**src/rtl/cfg_port_pkg.sv**
```systemverilog
package cfg_port_pkg;

  localparam logic [15:0] ADDR_PORT = 16'h0CF8;
  localparam logic [15:0] DATA_PORT = 16'h0CFC;

  localparam logic [5:0] IDX_ID   = 6'd0;
  localparam logic [5:0] IDX_CMD  = 6'd1;
  localparam logic [5:0] IDX_BAR0 = 6'd4;

  localparam int CMD_W = 3;

  typedef struct packed {
    logic       en;
    logic [6:0] rsvd;
    logic [7:0] bus;
    logic [4:0] dev;
    logic [2:0] func;
    logic [5:0] idx;
    logic [1:0] zero;
  } cfg_sel_t;

endpackage

```
**src/rtl/cfg_sel_latch.sv**
```systemverilog
module cfg_sel_latch
  import cfg_port_pkg::*;
(
  input  logic        clk,
  input  logic        rst,
  input  logic        wr_en,
  input  logic [31:0] wdata,
  output cfg_sel_t    sel_q
);

  always_ff @(posedge clk) begin
    if (rst) sel_q <= '0;
    else if (wr_en) sel_q <= cfg_sel_t'(wdata & 32'hFFFF_FFFC);
  end

  AST_SEL_CAPTURE: assert property (@(posedge clk) disable iff (rst)
    wr_en |=> (sel_q[31:2] == $past(wdata[31:2])) && (sel_q.zero == 2'b00));

  AST_SEL_HOLD: assert property (@(posedge clk) disable iff (rst)
    !wr_en |=> $stable(sel_q));

endmodule

```
**src/rtl/cfg_func_regs.sv**
```systemverilog
module cfg_func_regs
  import cfg_port_pkg::*;
#(
  parameter logic [15:0] VENDOR_ID = 16'hA5C3,
  parameter logic [15:0] DEVICE_ID = 16'h7100,
  parameter int          BAR_BITS  = 8
) (
  input  logic        clk,
  input  logic        rst,
  input  logic        wr_en,
  input  logic [5:0]  idx,
  input  logic [31:0] wdata,
  output logic [31:0] rdata,
  output logic        bus_master
);

  localparam int BAR_W = 32 - BAR_BITS;

  logic [CMD_W-1:0] cmd_q;
  logic [BAR_W-1:0] bar_q;

  always_ff @(posedge clk) begin
    if (rst) begin
      cmd_q <= '0;
      bar_q <= '0;
    end else if (wr_en) begin
      case (idx)
        IDX_CMD:  cmd_q <= wdata[CMD_W-1:0];
        IDX_BAR0: bar_q <= wdata[31:BAR_BITS];
        default: ;
      endcase
    end
  end

  always_comb begin
    case (idx)
      IDX_ID:   rdata = {DEVICE_ID, VENDOR_ID};
      IDX_CMD:  rdata = {{(32-CMD_W){1'b0}}, cmd_q};
      IDX_BAR0: rdata = {bar_q, {(BAR_BITS-1){1'b0}}, 1'b1};
      default:  rdata = '0;
    endcase
  end

  assign bus_master = cmd_q[2];

  AST_BM_FOLLOWS: assert property (@(posedge clk) disable iff (rst)
    (wr_en && idx == IDX_CMD) |=> bus_master == $past(wdata[2]));

  AST_BM_KEEPS: assert property (@(posedge clk) disable iff (rst)
    !(wr_en && idx == IDX_CMD) |=> $stable(bus_master));

  AST_BAR_KEEPS: assert property (@(posedge clk) disable iff (rst)
    !(wr_en && idx == IDX_BAR0) |=> $stable(bar_q));

endmodule

```
**src/rtl/cfg_access_port.sv**
```systemverilog
module cfg_access_port
  import cfg_port_pkg::*;
#(
  parameter int          NUM_FUNCS      = 4,
  parameter logic [7:0]  BUS_NUM        = 8'd0,
  parameter int          FIRST_DEV      = 2,
  parameter logic [15:0] VENDOR_ID      = 16'hA5C3,
  parameter logic [15:0] DEVICE_ID_BASE = 16'h7100,
  parameter int          BAR_BITS       = 8
) (
  input  logic                 clk,
  input  logic                 rst,
  input  logic [15:0]          io_addr,
  input  logic                 io_wr,
  input  logic                 io_rd,
  input  logic [31:0]          io_wdata,
  output logic [31:0]          io_rdata,
  output logic                 io_rvalid,
  output logic [NUM_FUNCS-1:0] bus_master_en
);

  cfg_sel_t             sel;
  logic                 sel_wr;
  logic                 data_wr;
  logic [NUM_FUNCS-1:0] hit;
  logic [31:0]          func_rdata [NUM_FUNCS];
  logic [31:0]          rd_next;

  assign sel_wr  = io_wr && (io_addr == ADDR_PORT);
  assign data_wr = io_wr && (io_addr == DATA_PORT) && sel.en;

  cfg_sel_latch u_sel (
    .clk   (clk),
    .rst   (rst),
    .wr_en (sel_wr),
    .wdata (io_wdata),
    .sel_q (sel)
  );

  for (genvar i = 0; i < NUM_FUNCS; i++) begin : g_func
    localparam logic [4:0]  DEV_SEL = 5'(FIRST_DEV + i);
    localparam logic [15:0] DEV_ID  = DEVICE_ID_BASE + 16'(i);

    assign hit[i] = (sel.bus == BUS_NUM) && (sel.dev == DEV_SEL) && (sel.func == 3'd0);

    cfg_func_regs #(
      .VENDOR_ID (VENDOR_ID),
      .DEVICE_ID (DEV_ID),
      .BAR_BITS  (BAR_BITS)
    ) u_regs (
      .clk        (clk),
      .rst        (rst),
      .wr_en      (data_wr && hit[i]),
      .idx        (sel.idx),
      .wdata      (io_wdata),
      .rdata      (func_rdata[i]),
      .bus_master (bus_master_en[i])
    );
  end

  always_comb begin
    rd_next = '1;
    if (io_addr == ADDR_PORT) begin
      rd_next = sel;
    end else if (io_addr == DATA_PORT && sel.en) begin
      for (int i = 0; i < NUM_FUNCS; i++)
        if (hit[i]) rd_next = func_rdata[i];
    end
  end

  always_ff @(posedge clk) begin
    if (rst) begin
      io_rdata  <= '0;
      io_rvalid <= 1'b0;
    end else begin
      io_rvalid <= io_rd;
      if (io_rd) io_rdata <= rd_next;
    end
  end

  AST_HIT_UNIQUE: assert property (@(posedge clk) disable iff (rst)
    $onehot0(hit));

  AST_RVALID_PULSE: assert property (@(posedge clk) disable iff (rst)
    io_rd |=> io_rvalid);

  AST_RVALID_CAUSE: assert property (@(posedge clk) disable iff (rst)
    !io_rd |=> !io_rvalid);

  AST_DISABLED_ONES: assert property (@(posedge clk) disable iff (rst)
    (io_rd && io_addr == DATA_PORT && !sel.en) |=> io_rdata == 32'hFFFF_FFFF);

  AST_MISS_ONES: assert property (@(posedge clk) disable iff (rst)
    (io_rd && io_addr == DATA_PORT && hit == '0) |=> io_rdata == 32'hFFFF_FFFF);

  AST_BM_STILL_DISABLED: assert property (@(posedge clk) disable iff (rst)
    (io_wr && io_addr == DATA_PORT && !sel.en) |=> $stable(bus_master_en));

endmodule

```
**config.mk**
```make
export PLATFORM = sky130hd
export DESIGN_NAME = cfg_access_port
export DESIGN_NICKNAME = d
export VERILOG_FILES = /design/src/rtl/cfg_port_pkg.sv /design/src/rtl/cfg_sel_latch.sv /design/src/rtl/cfg_func_regs.sv /design/src/rtl/cfg_access_port.sv
export SDC_FILE = /design/constraint.sdc
export NUM_CORES = 1
export LEC_CHECK = 0
export BUFFER_PORTS_ARGS = -buffer_cell sky130_fd_sc_hd__clkbuf_2
export CELL_PAD_IN_SITES_DETAIL_PLACEMENT = 0
export CELL_PAD_IN_SITES_GLOBAL_PLACEMENT = 1
export CORE_ASPECT_RATIO = 1.25
export CORE_MARGIN = 2
export CORE_UTILIZATION = 43
export CTS_CLUSTER_DIAMETER = 100
export DETAILED_ROUTE_END_ITERATION = 10
export PLACE_DENSITY = 0.79
export SYNTH_ARGS = -nofsm -noshare
export SYNTH_HDL_FRONTEND = slang
export SYNTH_SLANG_ARGS = --single-unit
```
**constraint.sdc**
```tcl
create_clock -name clk -period 2.9 [get_ports clk]
set_clock_uncertainty 0.15 [all_clocks]
set_input_delay 0.58 -clock clk [delete_from_list [all_inputs] [get_ports clk]]
set_output_delay 0.58 -clock clk [all_outputs]
set_load 0.02 [all_outputs]
```
; ---- Word-level counts from Yosys, hierarchy flattened
; Index checks and enable logic that the tools add are counted.
[op_classes]
addsub = 0
n_mul = 0
div_mod_pow = 0
magnitude_cmp = 0
eq_ne = 8
n_shift = 0
n_mux = 10
bitwise_logic = 0
n_reduce_logical = 27
[op_table]
columns = cell, count
row1 = 32-bit one-hot mux with 3 select lines, 4
row2 = 32-bit two-way mux, 6
row3 = 16-bit by 12-bit equality test with 1-bit output (second input constant), 2
row4 = 1-bit logical AND, 16
row5 = 2-bit AND reduction, 8
row6 = 5-bit by 2-bit equality test with 1-bit output (second input constant), 2
row7 = 5-bit by 3-bit equality test with 1-bit output (second input constant), 2
row8 = 8-bit logical NOT, 1
row9 = 6-bit by 1-bit equality test with 1-bit output (second input constant), 1
row10 = 6-bit by 3-bit equality test with 1-bit output (second input constant), 1
row11 = 6-bit logical NOT, 1
row12 = 3-bit logical NOT, 1
[word_totals]
regBits = 171
latchBits = 0
ramBits = 0
mem_bits_ro = 0
inputBits = 52
output_inout_bits = 37
elab_cells = 61
memories = 0

; ---- Logic depth before layout (Yosys ltp)
; Gate-level depths: netlist (run 1).
[logic_depth]
word_depth = 9
depth_mapped = 9
mapped_depth_nobuf = 6

; ---- By module
; A second synthesis (run 1) with hierarchy kept.
[unflattened]
hier_cells = 1187
hier_area_um2 = 10052.1
[by_module_without_submodules]
columns = module, n_inst, cells_each, area_per_inst_um2
row1 = cfg_func_regs at g_func[1].u_regs ..., 2, 182, 1506.4
row2 = cfg_access_port, 1, 359, 2905.3
row3 = cfg_func_regs at g_func[0].u_regs, 1, 181, 1512.7
row4 = cfg_func_regs at g_func[3].u_regs, 1, 183, 1506.4
row5 = cfg_sel_latch, 1, 100, 1114.8

; ---- Least setup slack after synthesis (run 1)
; OpenSTA, ideal clock, no wires.
[synth_path]
path_kind = input port to flip-flop
start = input io_addr[1]
end = register g_func[1].u_regs.bar_q[10]
setup_ns = 0.132
t_arrival_ns = 2.323
required_ns = 2.618
setup_slack_ns = 0.295
stages = 8
n_path_buf = 2
cell_sequence = or4_4 > nor4_4 > nand3_2 > or3_1 > buf_2 > buf_6 > nand2_1 > a21oi_1
[synth_between]
elab_chain_cells = 5
[synth_lines]
columns = element, line_no
row1 = "start, declared", cfg_access_port.sv:13  ; input logic [15:0] io_addr,
row2 = 16-bit by 12-bit equality test with 1-bit output, cfg_access_port.sv:30  ; assign data_wr = io_wr && (io_addr == DATA_PORT) && sel.en;
row3 = 1-bit logical AND (2 in series), cfg_access_port.sv:30
row4 = 1-bit logical AND, cfg_access_port.sv:53  ; .wr_en (data_wr && hit[i]),
row5 = 2-bit AND reduction (no source line), -
row6 = "end signal, assigned", cfg_func_regs.sv:29  ; IDX_BAR0: bar_q <= wdata[31:BAR_BITS];
row7 = "end, declared", cfg_func_regs.sv:20  ; logic [BAR_W-1:0] bar_q;
; No other way between the ends.
; A chain may end at the register's enable or synchronous reset.

; ---- Worst setup path in the final report (run 1)
[layout_path]
start = register u_sel.sel_q[10] (netlist bit)
end = register io_rdata[15]
[layout_between]
elab_chain_cells = 8
elab_cells_between_ends = 11
[layout_lines]
columns = element, line_no
row1 = "start, declared", cfg_sel_latch.sv:8  ; output cfg_sel_t sel_q
row2 = "start signal, assigned", cfg_sel_latch.sv:13  ; else if (wr_en) sel_q <= cfg_sel_t'(wdata & 32'hFFFF_FFFC);
row3 = 3-bit logical NOT *, cfg_access_port.sv:44  ; assign hit[i] = (sel.bus == BUS_NUM) && (sel.dev == DEV_SEL) && (sel.func == 3'd0);
row4 = 1-bit logical AND, cfg_access_port.sv:44
row5 = 32-bit two-way mux (3 in series), cfg_access_port.sv:67  ; if (hit[i]) rd_next = func_rdata[i];
row6 = 32-bit two-way mux *, cfg_access_port.sv:67
row7 = 32-bit two-way mux *, cfg_access_port.sv:65  ; end else if (io_addr == DATA_PORT && sel.en) begin
row8 = 32-bit two-way mux *, cfg_access_port.sv:63  ; if (io_addr == ADDR_PORT) begin
row9 = "end signal, assigned", cfg_access_port.sv:77  ; if (io_rd) io_rdata <= rd_next;
row10 = "end, declared", cfg_access_port.sv:17  ; output logic [31:0] io_rdata,
; Every way passes the cells marked *; elsewhere a longest branch is shown, timed or not.

==> flow_summary.toml, run 1 <==
[placed_design]
placed_area_mm2 = 0.00830
hpwl_um = 15100
io_buffers = 88
detailedPlace.worstSlack_ns = 0.106
place.gp.congestion = 0.853
placed_cells = 1240

[drt]
drc = 0
wl_met2_um = 10700
first_iter_violations = 521
vias_per_cell = 5.50
dr_wl_met3_um = 1510
wl_met1_um = 10200
wl_per_cell_um = 18.0
firstDrtPassIters = 6
wirelength_um = 22900
vias = 7002
top_layer = "met4"
ant_nets = 0

[clock_tree]
cts.repair.resized = 0
clock-root-buffer = "clkbuf_16"
cts_buffer_depth = 2
post_cts_buffers = 0
cts.clk_slew.worst_paths_ns = 0.07
cts_tree = "built"
h-tree-depth = 4
clk_latency_ns = 0.43
holdBufCountCts = 0
numCtsBuffers = 17
cts.sinks = 171

[finish]
stdcell_count = 1272
final.fill_count = 1728
mostFrequentLayoutCell = "nand2_1"
num_antenna_cells = 0
final_util_pct = 51.6
final_area_mm2 = 0.00892
area_growth_syn_to_layout_pct = 18.5
nNetsFinal = 1087
layout_common_cells = "282 x nand2_1, 171 x dfxtp_1, 141 x a21oi_1"
drive_gt1_share_pct = 17.7

[timing]
tns_ns = 0
fin_crit_sh_pct = 93.1
hold_violations = 0
setup_slack_ns = 0.199
rsz0062_at_grt = "no"
max_freq_ghz = 0.370
period_needed_ns = 2.70
report.final.setup_viol = 0
slew_headroom_pct = 55.3
final_max_slew_viol_count = 0
whs_ns = 0.224
worst_slew_pin_slew_ns = 0.670

[yosys]
synth_seq_cells = 171
ys_seq_area_share_pct = 45.5
synth_cells = 959
yosysWarnings = 0
synth_ff_type = "dfxtp_1"
synth_edf_count = 0
ys_async_sr_fraction_pct = 0
synth.avg_cell_area_um2 = 7.85
synth.distinct_cells = 54
netlist_area_mm2 = 0.00752
synth_nets = 1011

[worst_setup_path]
crit_path_cell_trace = "nor4_4 -> buf_4 -> and4b_1 -> a21o_1 -> a21oi_1 -> a2111oi_0 -> o21ai_1"
path_class = "reg2reg"
crit_path_start_kind = "flop"
r2r_slack_ns = 0.20
crit_family = "compound AO/OA/AOI/OAI gates"
worstPathBufferInverterCount = 1
required_ns = 3.06
cp_max_fo = 9
max_stage_delay_ns = 0.47
endpoint_kind = "flop"
critPathSlowestCell = "a2111oi_0"
cp.arrival_ns = 2.86

[floorplanning]
die_height_um = 152
io_pins = 89
design.core.area_mm2 = 0.0173
start_util_pct = 43.5
fp.dieW_um = 122
num_rows = 54
die-area_mm2 = 0.0186

[global_routing]
grt_max_degree = 144
gr-usage-all-layers_pct = 24.9
grt_pass1_wl_um = 36100
grt_pass1_vias = 6569
antenna_found_initial = 0
grt_overflow_total = 0

[power]
seq_power_share_pct = 47.4
power_switching_share_pct = 23.8
p_int_mw = 3.86
p_leak_nw = 3.46
power_mw = 5.07
p_sw_mw = 1.21
peakVddDrop_mv = 0.343
pwr-share-comb_pct = 4.9
pwr-share-clk_pct = 47.7
p_per_area_mw_per_mm2 = 568

[run]
drv_cap = 0

[status]
status = "finished clean"

[min_path]
worstHoldPathType = "in2reg"
area by class of cell:
cell class              count  area (um^2)  area share, %
multi-input cells         706         3710           41.7
flip-flops and latches    171         3420           38.4
repair buffers            133          856           9.60
clock buffers              18          439           4.92
well taps                 224          280           3.14
clock inverters            14          181           2.03
inverters                   6         22.5          0.253
routing by layer:
layer,global-route usage (%),up-vias
met3,4.77,30
met1,33.6,3298
li1,-,3422
met4,7.88,0
met2,39.8,252
met5,0,-
power by group through the flow:
stage	logic [mW]	clock network [mW]	registers, mW
final	0.248	2.42	2.40
after global routing	0.268	2.55	2.40
after CTS	0.249	2.45	2.40
after detailed placement	0.248	0	2.46
after global placement	0.249	0	2.45
after floorplan	0.0796	0	2.49
Yosys cell counts, drive strengths merged, types with 5 or more instances:
cell	n	share of area [%]
nor2	60	3.0
a32oi	8	0.93
a21oi	141	9.4
mux2i	39	5.2
nand2b	8	0.67
buf	32	2.7
nand3	10	0.73
o22a	12	1.4
dfxtp	171	46
clkbuf	44	2.2
and3	13	1.1
o21ai	54	3.6
inv	6	0.30
nand4	5	0.50
nor3	18	1.9
nand2	282	14
worst reg2reg max path: cells and delay by family, from the launching register on:
kind / cells / cell delay (ns)
AOI/OAI and AO/OA: 4 / 1.15
buffers and inverters: 1 / 0.22
DFF: 1 / 0.38
and+or+nand+nor: 2 / 0.68
cells by family after synthesis:
logic type	count (synthesis)	share of synthesized area, %
AND/OR/NAND/NOR	431	26.6
AO/OA/AOI/OAI	236	17.5
flip-flops	171	45.5
buffers and inverters	82	5.19
multiplexers	39	5.19
worst paths after layout:
| path | startpoint | cells past startpoint | endpoint |
|---|---|---|---|
| min | io_wdata[3] | 3 | u_sel.sel_q[3] |
| min reg2reg | io_rdata[25] | 2 | io_rdata[25] |
| max | u_sel.sel_q[10] | 7 | io_rdata[15] |
| max reg2reg | u_sel.sel_q[10] | 7 | io_rdata[15] |
sequential cells by signal (all words and copies together), names as in the netlist:
| register | count |
|---|---|
| io_rdata | 32 |
| g_func.u_regs.bar_q | 96 |
| io_rvalid | 1 |
| g_func.u_regs.cmd_q | 12 |
| u_sel.sel_q | 30 |
Note: power is estimated with default switching activity, not from simulation.
==> run 2, diff against run 1 <==
Settings changed: RECOVER_POWER from default to 50.
==> run 2 against run 1 <==
Worst setup slack better by 0.0052 ns. Flip-flop and latch count unchanged. Wire length grew 0.15%. Clock-buffer cell count is the same. Via count is 0.34% lower. Highest routed layer unchanged. Largest power group unchanged.
==> flow_summary.toml, run 2 (same netlist as run 1, synthesis figures left out) <==
[drt]
ant_nets = 0
wl_met2_um = 10800
wirelength_um = 22900
vias_per_cell = 5.49
top_layer = "met4"
dr_wl_met3_um = 1440
vias = 6978
firstDrtPassIters = 5
wl_met1_um = 10200
first_iter_violations = 555
drc = 0
wl_per_cell_um = 18.0

[timing]
report.final.setup_viol = 0
fin_crit_sh_pct = 93.0
final_max_slew_viol_count = 0
whs_ns = 0.223
max_freq_ghz = 0.371
slew_headroom_pct = 51.8
hold_violations = 0
setup_slack_ns = 0.204
tns_ns = 0
worst_slew_pin_slew_ns = 0.723
rsz0062_at_grt = "no"
period_needed_ns = 2.70

[floorplanning]
fp.dieW_um = 122
num_rows = 54
design.core.area_mm2 = 0.0173
die-area_mm2 = 0.0186
start_util_pct = 43.5
die_height_um = 152
io_pins = 89

[global_routing]
grt_max_degree = 144
grt_overflow_total = 0
grt_pass1_vias = 6569
gr-usage-all-layers_pct = 24.9
grt_pass1_wl_um = 36100
antenna_found_initial = 0

[finish]
largest_reg_flops = 96
drive_gt1_share_pct = 13.5
final.fill_count = 1762
layout_common_cells = "282 x nand2_1, 171 x dfxtp_1, 141 x a21oi_1"
nNetsFinal = 1087
stdcell_count = 1272
reg_top3 = "g_func.u_regs.bar_q x96, io_rdata x32, u_sel.sel_q x30"
area_growth_syn_to_layout_pct = 17.2
mostFrequentLayoutCell = "nand2_1"
top_register = "g_func.u_regs.bar_q"
num_antenna_cells = 0

[clock_tree]
clock-root-buffer = "clkbuf_16"
h-tree-depth = 4
numCtsBuffers = 17
holdBufCountCts = 0
cts_tree = "built"
clk_latency_ns = 0.43
post_cts_buffers = 0
cts.repair.resized = 0
cts.sinks = 171
cts_buffer_depth = 2
cts.clk_slew.worst_paths_ns = 0.07

[power]
p_leak_nw = 3.31
peakVddDrop_mv = 0.344
p_per_area_mw_per_mm2 = 573

[placed_design]
detailedPlace.worstSlack_ns = 0.106
placed_cells = 1240
hpwl_um = 15100
place.gp.congestion = 0.853
io_buffers = 88

[run]
drv_cap = 0

[min_path]
worstHoldPathType = "in2reg"

[worst_setup_path]
crit_path_start_kind = "input pin"
required_ns = 3.03
cp.arrival_ns = 2.82
path_class = "in2reg"
endpoint_kind = "flop"
cp_max_fo = 20

[status]
status = "finished clean"
-- run 2: cell count changes in the layout (fill, tap and decap cells not counted), moves of 2 or more --
cell | before | now
clkbuf_1 | 0 | 41
clkbuf_2 | 87 | 49
buf_4 | 40 | 36
clkbuf_4 | 0 | 2
-- run 2: power breakdown --
part,internal [mW],switching [mW],total [mW]
clock,1.40,1.02,2.42
combinational,0.0729,0.165,0.238
sequential,2.38,0.0195,2.40
-- run 2: critical path, cell delays in order --
cell and delay (ns):
clkbuf_1 0.09, or4_4 0.52, nor4_1 0.56, nand3_2 0.26
or2_0 0.31, clkbuf_4 0.31, nand2_1 0.13, a21oi_1 0.06
-- run 2: final cells by class --
class                      count  area (um^2)  share of cell area (%)
clock buffer                  18          439                    4.98
clock inverter                14          181                    2.06
inverter                       6         22.5                   0.255
multi-input combinational    706         3680                    41.8
sequential                   171         3420                    38.8
tap                          224          280                    3.18
timing repair buffer         133          785                    8.90
-- run 2: worst paths after layout --
| check | startpoint | slack [ns] | endpoint | cells after the start |
|---|---|---|---|---|
| max | io_addr[1] | 0.20 | g_func[3].u_regs.bar_q[23] | 8 |
| min | io_wdata[6] | 0.22 | u_sel.sel_q[6] | 3 |
| max reg2reg | u_sel.sel_q[10] | 0.24 | io_rdata[15] | 7 |
| min reg2reg | io_rdata[27] | 0.30 | io_rdata[27] | 2 |
-- run 2: layer usage --
metal / vias to the layer above / track usage (%)
li1: 3422 / -
met1: 3289 / 33.6
met2: 236 / 39.8
met3: 31 / 4.77
met4: 0 / 7.88
met5: - / 0
-- run 2: per-stage QoR --
step / total power [mW] / area [um^2] / utilization (%)
detailed placement: 2.70 / 8300 / 48.0
global route: 5.21 / 8820 / 51.0
finish: 5.06 / 8820 / 51.0
CTS: 5.10 / 8920 / 51.6
global placement: 2.70 / 8300 / 48.0
floorplan: 2.57 / 7520 / -
